<file path="src/rtl/cstate_pkg.sv">
package cstate_pkg;
  typedef enum logic [1:0] {
    PH_IDLE    = 2'd0,
    PH_CALL_HI = 2'd1,
    PH_RET_LO  = 2'd2
  } stk_phase_e;

  typedef enum logic [2:0] {
    OP_NONE = 3'd0,
    OP_PUSH = 3'd1,
    OP_POP  = 3'd2,
    OP_CALL = 3'd3,
    OP_RET  = 3'd4
  } stk_op_e;
endpackage

</file>
<file path="src/rtl/stack_ptr_unit.sv">
module stack_ptr_unit
  import cstate_pkg::*;
#(
  parameter int W       = 8,
  parameter int SP_INIT = 7
) (
  input  logic             clk,
  input  logic             rst_n,
  input  logic             push_i,
  input  logic             pop_i,
  input  logic             call_i,
  input  logic             ret_i,
  input  logic [W-1:0]     push_data_i,
  input  logic [2*W-1:0]   ret_addr_i,
  input  logic             sp_we_i,
  input  logic [W-1:0]     sp_wdata_i,
  output logic [W-1:0]     sp_o,
  output logic [W-1:0]     addr_o,
  output logic             we_o,
  output logic [W-1:0]     wdata_o,
  output logic             re_o,
  output logic             busy_o
);
  localparam int RW = 2 * W;
  localparam logic [W-1:0] SP_RST = W'(SP_INIT);
  localparam logic [W-1:0] ONE    = W'(1);

  stk_phase_e ph_q, ph_d;
  stk_op_e    op;
  logic [W-1:0] sp_q, sp_d, hold_q, hold_d, sp_inc, sp_dec;

  assign sp_inc = sp_q + ONE;
  assign sp_dec = sp_q - ONE;

  // fixed priority among strobes; nothing is accepted in the second beat
  always_comb begin
    op = OP_NONE;
    if (ph_q == PH_IDLE) begin
      if (call_i)      op = OP_CALL;
      else if (ret_i)  op = OP_RET;
      else if (push_i) op = OP_PUSH;
      else if (pop_i)  op = OP_POP;
    end
  end

  always_comb begin
    ph_d    = ph_q;
    sp_d    = sp_q;
    hold_d  = hold_q;
    addr_o  = sp_q;
    we_o    = 1'b0;
    re_o    = 1'b0;
    wdata_o = push_data_i;
    case (ph_q)
      PH_CALL_HI: begin
        we_o    = 1'b1;
        addr_o  = sp_inc;
        wdata_o = hold_q;
        sp_d    = sp_inc;
        ph_d    = PH_IDLE;
      end
      PH_RET_LO: begin
        re_o = 1'b1;
        sp_d = sp_dec;
        ph_d = PH_IDLE;
      end
      default: begin
        case (op)
          OP_CALL: begin
            we_o    = 1'b1;
            addr_o  = sp_inc;
            wdata_o = ret_addr_i[W-1:0];
            hold_d  = ret_addr_i[RW-1:W];
            sp_d    = sp_inc;
            ph_d    = PH_CALL_HI;
          end
          OP_RET: begin
            re_o = 1'b1;
            sp_d = sp_dec;
            ph_d = PH_RET_LO;
          end
          OP_PUSH: begin
            we_o   = 1'b1;
            addr_o = sp_inc;
            sp_d   = sp_inc;
          end
          OP_POP: begin
            re_o = 1'b1;
            sp_d = sp_dec;
          end
          default: begin
            if (sp_we_i) sp_d = sp_wdata_i;
          end
        endcase
      end
    endcase
  end

  always_ff @(posedge clk or negedge rst_n) begin
    if (!rst_n) begin
      ph_q   <= PH_IDLE;
      sp_q   <= SP_RST;
      hold_q <= '0;
    end else begin
      ph_q   <= ph_d;
      sp_q   <= sp_d;
      hold_q <= hold_d;
    end
  end

  assign sp_o   = sp_q;
  assign busy_o = (ph_q != PH_IDLE);

  // pointer advances after a lone push
  a_r2_push_preinc: assert property (@(posedge clk) disable iff (!rst_n)
    (!busy_o && push_i && !call_i && !ret_i) |=> (sp_q == $past(sp_q) + ONE));

  // pointer drops after a lone pop
  a_r3_pop_postdec: assert property (@(posedge clk) disable iff (!rst_n)
    (!busy_o && pop_i && !push_i && !call_i && !ret_i) |=> (sp_q == $past(sp_q) - ONE));

  // second beat of a call stores the high byte
  a_r4_call_high_beat: assert property (@(posedge clk) disable iff (!rst_n)
    (!busy_o && call_i) |=> (busy_o && we_o && wdata_o == $past(ret_addr_i[RW-1:W])));

  // second beat of a return reads one below the first address
  a_r5_ret_low_beat: assert property (@(posedge clk) disable iff (!rst_n)
    (!busy_o && ret_i && !call_i) |=> (busy_o && re_o && addr_o == $past(addr_o) - ONE));

  // busy lasts one cycle, and read and write never coincide
  a_r7_busy_single: assert property (@(posedge clk) disable iff (!rst_n)
    busy_o |=> !busy_o);
  a_r7_no_rw_clash: assert property (@(posedge clk) disable iff (!rst_n)
    !(we_o && re_o));
endmodule

</file>
<file path="src/rtl/status_word_unit.sv">
module status_word_unit #(
  parameter int W        = 8,
  parameter int REGS_LOG = 3,
  parameter int BANK_LSB = 3
) (
  input  logic                clk,
  input  logic                rst_n,
  input  logic                we_i,
  input  logic [W-1:1]        wdata_i,
  input  logic [W-1:0]        acc_i,
  input  logic [REGS_LOG-1:0] reg_num_i,
  output logic [W-1:0]        psw_o,
  output logic [W-1:0]        reg_addr_o
);
  localparam int PAD = W - 2 - REGS_LOG;

  logic [W-1:1] flags_q;
  logic         par_q;

  always_ff @(posedge clk or negedge rst_n) begin
    if (!rst_n) begin
      flags_q <= '0;
      par_q   <= 1'b0;
    end else begin
      if (we_i) flags_q <= wdata_i;
      par_q <= ^acc_i;
    end
  end

  assign psw_o      = {flags_q, par_q};
  assign reg_addr_o = {{PAD{1'b0}}, flags_q[BANK_LSB+1:BANK_LSB], reg_num_i};

  // parity trails the accumulator by one edge
  a_r9_parity_follows: assert property (@(posedge clk) disable iff (!rst_n)
    $past(rst_n) |-> (psw_o[0] == $past(^acc_i)));

  // written flags appear next cycle
  a_r10_flag_write: assert property (@(posedge clk) disable iff (!rst_n)
    we_i |=> (psw_o[W-1:1] == $past(wdata_i)));

  // bank field of the register address follows a status write
  a_r8_bank_follow: assert property (@(posedge clk) disable iff (!rst_n)
    we_i |=> (reg_addr_o[REGS_LOG+1:REGS_LOG] == $past(wdata_i[BANK_LSB+1:BANK_LSB])));
endmodule

</file>
<file path="src/rtl/data_ptr_unit.sv">
module data_ptr_unit #(
  parameter int W = 16,
  parameter int B = 8
) (
  input  logic             clk,
  input  logic             rst_n,
  input  logic             full_we_i,
  input  logic [W-1:0]     full_wdata_i,
  input  logic [W/B-1:0]   lane_we_i,
  input  logic [B-1:0]     lane_data_i,
  output logic [W-1:0]     dptr_o
);
  localparam int LANES = W / B;

  for (genvar g = 0; g < LANES; g++) begin : g_lane
    logic [B-1:0] lane_q;
    always_ff @(posedge clk or negedge rst_n) begin
      if (!rst_n)             lane_q <= '0;
      else if (full_we_i)     lane_q <= full_wdata_i[g*B +: B];
      else if (lane_we_i[g])  lane_q <= lane_data_i;
    end
    assign dptr_o[g*B +: B] = lane_q;
  end

  // full write loads every bit
  a_r11_full_write: assert property (@(posedge clk) disable iff (!rst_n)
    full_we_i |=> (dptr_o == $past(full_wdata_i)));

  // low-byte write leaves it in lane 0 only when no full write
  a_r11_lane0_write: assert property (@(posedge clk) disable iff (!rst_n)
    (lane_we_i[0] && !full_we_i) |=> (dptr_o[B-1:0] == $past(lane_data_i)));
endmodule

</file>
<file path="src/rtl/proc_state_unit.sv">
module proc_state_unit #(
  parameter int W        = 8,
  parameter int SP_INIT  = 7,
  parameter int REGS_LOG = 3,
  parameter int BANK_LSB = 3
) (
  input  logic                clk,
  input  logic                rst_n,
  input  logic                push_i,
  input  logic                pop_i,
  input  logic                call_i,
  input  logic                ret_i,
  input  logic [W-1:0]        push_data_i,
  input  logic [2*W-1:0]      ret_addr_i,
  input  logic                sp_we_i,
  input  logic [W-1:0]        sp_wdata_i,
  output logic [W-1:0]        sp_o,
  output logic [W-1:0]        stk_addr_o,
  output logic                stk_we_o,
  output logic [W-1:0]        stk_wdata_o,
  output logic                stk_re_o,
  output logic                busy_o,
  input  logic                psw_we_i,
  input  logic [W-1:1]        psw_wdata_i,
  input  logic [W-1:0]        acc_i,
  output logic [W-1:0]        psw_o,
  input  logic [REGS_LOG-1:0] reg_num_i,
  output logic [W-1:0]        reg_addr_o,
  input  logic                dptr_we_i,
  input  logic [2*W-1:0]      dptr_wdata_i,
  input  logic                dpl_we_i,
  input  logic                dph_we_i,
  input  logic [W-1:0]        dbyte_i,
  output logic [2*W-1:0]      dptr_o
);
  localparam int DW = 2 * W;

  stack_ptr_unit #(.W(W), .SP_INIT(SP_INIT)) i_stack (
    .clk(clk), .rst_n(rst_n),
    .push_i(push_i), .pop_i(pop_i), .call_i(call_i), .ret_i(ret_i),
    .push_data_i(push_data_i), .ret_addr_i(ret_addr_i),
    .sp_we_i(sp_we_i), .sp_wdata_i(sp_wdata_i),
    .sp_o(sp_o), .addr_o(stk_addr_o), .we_o(stk_we_o),
    .wdata_o(stk_wdata_o), .re_o(stk_re_o), .busy_o(busy_o)
  );

  status_word_unit #(.W(W), .REGS_LOG(REGS_LOG), .BANK_LSB(BANK_LSB)) i_status (
    .clk(clk), .rst_n(rst_n),
    .we_i(psw_we_i), .wdata_i(psw_wdata_i), .acc_i(acc_i),
    .reg_num_i(reg_num_i), .psw_o(psw_o), .reg_addr_o(reg_addr_o)
  );

  data_ptr_unit #(.W(DW), .B(W)) i_dptr (
    .clk(clk), .rst_n(rst_n),
    .full_we_i(dptr_we_i), .full_wdata_i(dptr_wdata_i),
    .lane_we_i({dph_we_i, dpl_we_i}), .lane_data_i(dbyte_i),
    .dptr_o(dptr_o)
  );
endmodule

</file>
<file path="config.mk">
export PLATFORM = sky130hd
export DESIGN_NAME = proc_state_unit
export DESIGN_NICKNAME = d
export VERILOG_FILES = /design/src/rtl/cstate_pkg.sv /design/src/rtl/stack_ptr_unit.sv /design/src/rtl/status_word_unit.sv /design/src/rtl/data_ptr_unit.sv /design/src/rtl/proc_state_unit.sv
export SDC_FILE = /design/constraint.sdc
export NUM_CORES = 1
export LEC_CHECK = 0
export BUFFER_PORTS_ARGS = -buffer_cell sky130_fd_sc_hd__buf_2
export CORE_UTILIZATION = 42
export CTS_CLUSTER_DIAMETER = 40
export CTS_CLUSTER_SIZE = 10
export DETAILED_ROUTE_END_ITERATION = 12
export GPL_TIMING_DRIVEN = 1
export HOLD_SLACK_MARGIN = 0.03
export PLACE_DENSITY_LB_ADDON = 0.3
export SYNTH_ARGS = -nofsm -noshare
export SYNTH_HDL_FRONTEND = slang
export SYNTH_SLANG_ARGS = --single-unit
</file>
<file path="constraint.sdc">
create_clock -name clk -period 2.1 [get_ports clk]
set_input_delay 0.105 -clock clk [delete_from_list [all_inputs] [get_ports clk]]
set_output_delay 0.105 -clock clk [all_outputs]
set_load 0.03 [all_outputs]
</file>
==> insert_results.sql <==
INSERT INTO impl_metrics (metric_group, metric, value, unit) VALUES
('worst_setup_path', 'critPathMaxStageDelay', '0.36', 'ns'),
('finish', 'leading_cell_type_in_the_layout_fill_and_taps_excluded', 'buf_2', ''),
('placement', 'io_buffer_count', '134', ''),
('grt', 'global_route.usage.total', '22.4', '%'),
('job', 'cap_violations', '0', ''),
('worst_setup_path', 'cp_data_arrival_time', '2.04', 'ns'),
('finish', 'antenna-diode-count', '0', ''),
('power', 'seqPwrFrac', '21.9', '%'),
('detailed_routing', 'postRouteWirelength', '8.39', 'mm'),
('finish', 'post_route_cell_area', '4070', 'sq um'),
('detailed_routing', 'vias_per_cell', '5.36', ''),
('floorplanning', 'placement_rows', '29', ''),
('clock_network', 'clkLatencyLatePin', '0.28', 'ns'),
('finish', 'layout-drive-gt1-share', '47.3', '%'),
('detailed_routing', 'post_drt_antenna_nets', '0', ''),
('timing', 'finalWorstSetupSlack', '-0.0455', 'ns'),
('grt', 'first_global_vias', '2850', ''),
('hold_path', 'min-delay-path-class', 'in2reg', ''),
('detailed_routing', 'drt_pass1_iterations', '10', ''),
('timing', 'unrepaired_setup_endpoints_after_global_routing', 'yes', ''),
('floorplanning', 'design.portCount', '144', ''),
('floorplanning', 'die-height', '84.2', 'microns'),
('placement', 'post-place-ws', '0.0166', 'ns'),
('timing', 'hold_viol_final', '0', ''),
('power', 'comb_power_share', '69.2', '%'),
('power', 'power.share.clock', '8.9', '%'),
('yosys', 'synth_cells', '311', ''),
('timing', 'slew_violations', '0', ''),
('yosys', 'yosysSeqAreaShare', '37.2', '%'),
('timing', 'skew', '0.00327', 'ns'),
('clock_network', 'cts_buffer_depth', '2', ''),
('yosys', 'ys_warn_count', '0', ''),
('finish', 'layout.cells.most_common_list', 'buf_2 (128), dfrtp_1 (38), buf_4 (36)', ''),
('timing', 'post-route-min-period', '2.15', 'ns'),
('clock_network', 'numClockSinks', '42', ''),
('yosys', 'synth_ff_type', 'dfrtp_1', ''),
('yosys', 'yosys.cell_types.count', '53', ''),
('worst_setup_path', 'worst-path-max-fanout', '7', ''),
('yosys', 'synthesis.area', '2840', 'sq um'),
('timing', 'slew-limit-headroom', '51.5', '%'),
('worst_setup_path', 'worst_path_max_delay_cell', 'dfrtp_1', ''),
('yosys', 'number_of_enable_type_register_cells_in_the_synthesized_netlist', '0', ''),
('placement', 'dp.cells', '505', ''),
('power', 'p_leak', '2.02', 'nW'),
('status', 'outcome', 'complete, but fails checks', ''),
('yosys', 'yosys_register_bits', '42', ''),
('finish', 'finish.cell_count_without_fillers', '546', ''),
('timing', 'timing.hold.ws', '0.0376', 'ns'),
('floorplanning', 'initial_utilization', '44.2', '%'),
('yosys', 'synth-async-reset-ratio', '100', '%'),
('status', 'failing_checks', 'DRC, setup timing', ''),
('timing', 'timing.final.setup_violations', '1', ''),
('power', 'internal_power', '2.99', 'mW'),
('worst_setup_path', 'setup.worst_path.end_class', 'output port', ''),
('clock_network', 'cts_made_buffers', '5', ''),
('worst_setup_path', 'critical_path_required', '2.00', 'ns'),
('floorplanning', 'fp.dieW', '84.2', 'microns'),
('finish', 'finish.net_count', '559', ''),
('worst_setup_path', 'criticalPathCategory', 'reg2out', ''),
('clock_network', 'cts_root_buffer', 'clkbuf_8', ''),
('clock_network', 'cts_tree', 'built', ''),
('timing', 'period_share', '102', '%'),
('grt', 'largest_net_degree_at_the_start_of_global_routing', '33', ''),
('yosys', 'post_synth.cell_area_avg', '9.12', 'sq um'),
('clock_network', 'clk_pin_slew_worst_paths', '0.08', 'ns'),
('finish', 'synthToLayoutAreaGrowth', '43.6', '%'),
('power', 'netSwitchingFraction', '48.3', '%'),
('detailed_routing', 'route.detailed.drc', '12', ''),
('grt', 'grt_antenna_before_repair', '0', ''),
('power', 'ir_worst_vdd', '0.000984', 'V'),
('timing', 'max_freq', '466', 'MHz');
-- kinds of logic after synthesis --
group | after synthesis | synth area share [%]
compound gates | 88 | 21.9
simple gates | 71 | 11.9
mux | 35 | 13.1
fa+ha+maj | 6 | 2.65
other cells | 1 | 0.132
xor+xnor | 13 | 4.01
buf+inv | 55 | 9.17
flops | 42 | 37.2
-- worst paths after layout --
kind	from	to	slack, ns	depth (start not counted)
setup reg to reg	i_stack.ph_q[1]	i_stack.sp_o[6]	0.12	7
min in group asynchronous	rst_n	i_dptr.g_lane[0].lane_q[6]	0.26	2
setup / recovery	i_stack.ph_q[1]	stk_wdata_o[7]	-0.05	8
hold / removal	dptr_wdata_i[0]	i_dptr.g_lane[0].lane_q[0]	0.04	3
max in group asynchronous	rst_n	i_stack.sp_o[0]	1.11	3
hold reg to reg	i_status.flags_q[5]	i_status.flags_q[5]	0.51	1
-- flip-flops by register name, indices dropped and copies added, names as in the netlist --
| register | flops |
|---|---|
| i_dptr.g_lane.lane_q | 16 |
| i_stack.hold_q | 8 |
| i_stack.sp_o | 8 |
| i_status.flags_q | 7 |
| i_stack.ph_q | 2 |
| i_status.par_q | 1 |
-- synthesized netlist by cell type, types with 4 or more instances --
| master | number | area [sq um] |
|---|---|---|
| a222oi_1 | 8 | 80.1 |
| o21ai_0 | 25 | 125 |
| mux2_2 | 16 | 180 |
| inv_1 | 20 | 75.1 |
| o211ai_1 | 4 | 30.0 |
| nor3_1 | 5 | 25.0 |
| clkbuf_1 | 14 | 52.6 |
| dfrtp_1 | 39 | 976 |
| ha_1 | 6 | 75.1 |
| nand3_1 | 6 | 30.0 |
| a21oi_1 | 15 | 75.1 |
| buf_4 | 9 | 67.6 |
| mux2i_1 | 19 | 190 |
| buf_2 | 9 | 45.0 |
| nor2_1 | 12 | 45.0 |
| nand2_1 | 32 | 120 |
| a221oi_1 | 5 | 43.8 |
| xnor2_1 | 10 | 87.6 |
-- through the flow --
stage / total power, mW / utilization, % / TNS (ns)
2_1_floorplan: 3.68 / - / 0
3_3_place_gp: 4.58 / 55.4 / 0
3_5_place_dp: 4.62 / 55.4 / 0
4_1_cts: 5.33 / 59.8 / 0
5_1_grt: 6.17 / 63.4 / -0.782
6_report: 5.78 / 63.4 / -0.0455
-- area by class of cell --
type,instances,area [sq um]
fillers,571,2350
multi-input cells,216,1620
repair buffers,183,1130
flip-flops and latches,42,1060
well taps,77,96.3
inverters,20,80.1
clock buffers,6,72.6
clock inverters,2,13.8
-- per-layer routing --
metal / part of all wire (%) / GRT usage (%) / vias to the layer above / wire length, microns
li1: - / - / 1422 / -
met1: 43 / 27.9 / 1374 / 3610
met2: 50 / 39.3 / 112 / 4160
met3: 4.9 / 3.34 / 20 / 408
met4: 2.5 / 8.31 / 0 / 209
met5: 0 / 0 / - / 0
-- worst max-delay path, delay by kind of cell (launching register included) --
| family | cells | cell delay, ns |
|---|---|---|
| buf+inv | 5 | 0.50 |
| simple gates | 1 | 0.20 |
| fa+ha+maj | 1 | 0.32 |
| flops | 1 | 0.36 |
| compound gates | 1 | 0.36 |
-- timing repair --
action / in CTS / in global routing
pin swaps: 3 / 6
gates resized for setup: 13 / 34
cloned: 0 / 1
setup endpoints to repair: 17 / 14
hold buffers: 12 / 0
endpoints found under the hold margin: 23 / 0
buffers inserted: 6 / 15
-- power by group through the flow --
stage	clock (mW)	combinational (mW)	sequential [mW]
CTS	0.535	3.53	1.26
global placement	0	3.28	1.30
detailed placement	0	3.31	1.31
finish	0.512	4.00	1.27
floorplan	0	2.29	1.39
global route	0.572	4.29	1.30
Power figures use the tool's default switching activity.
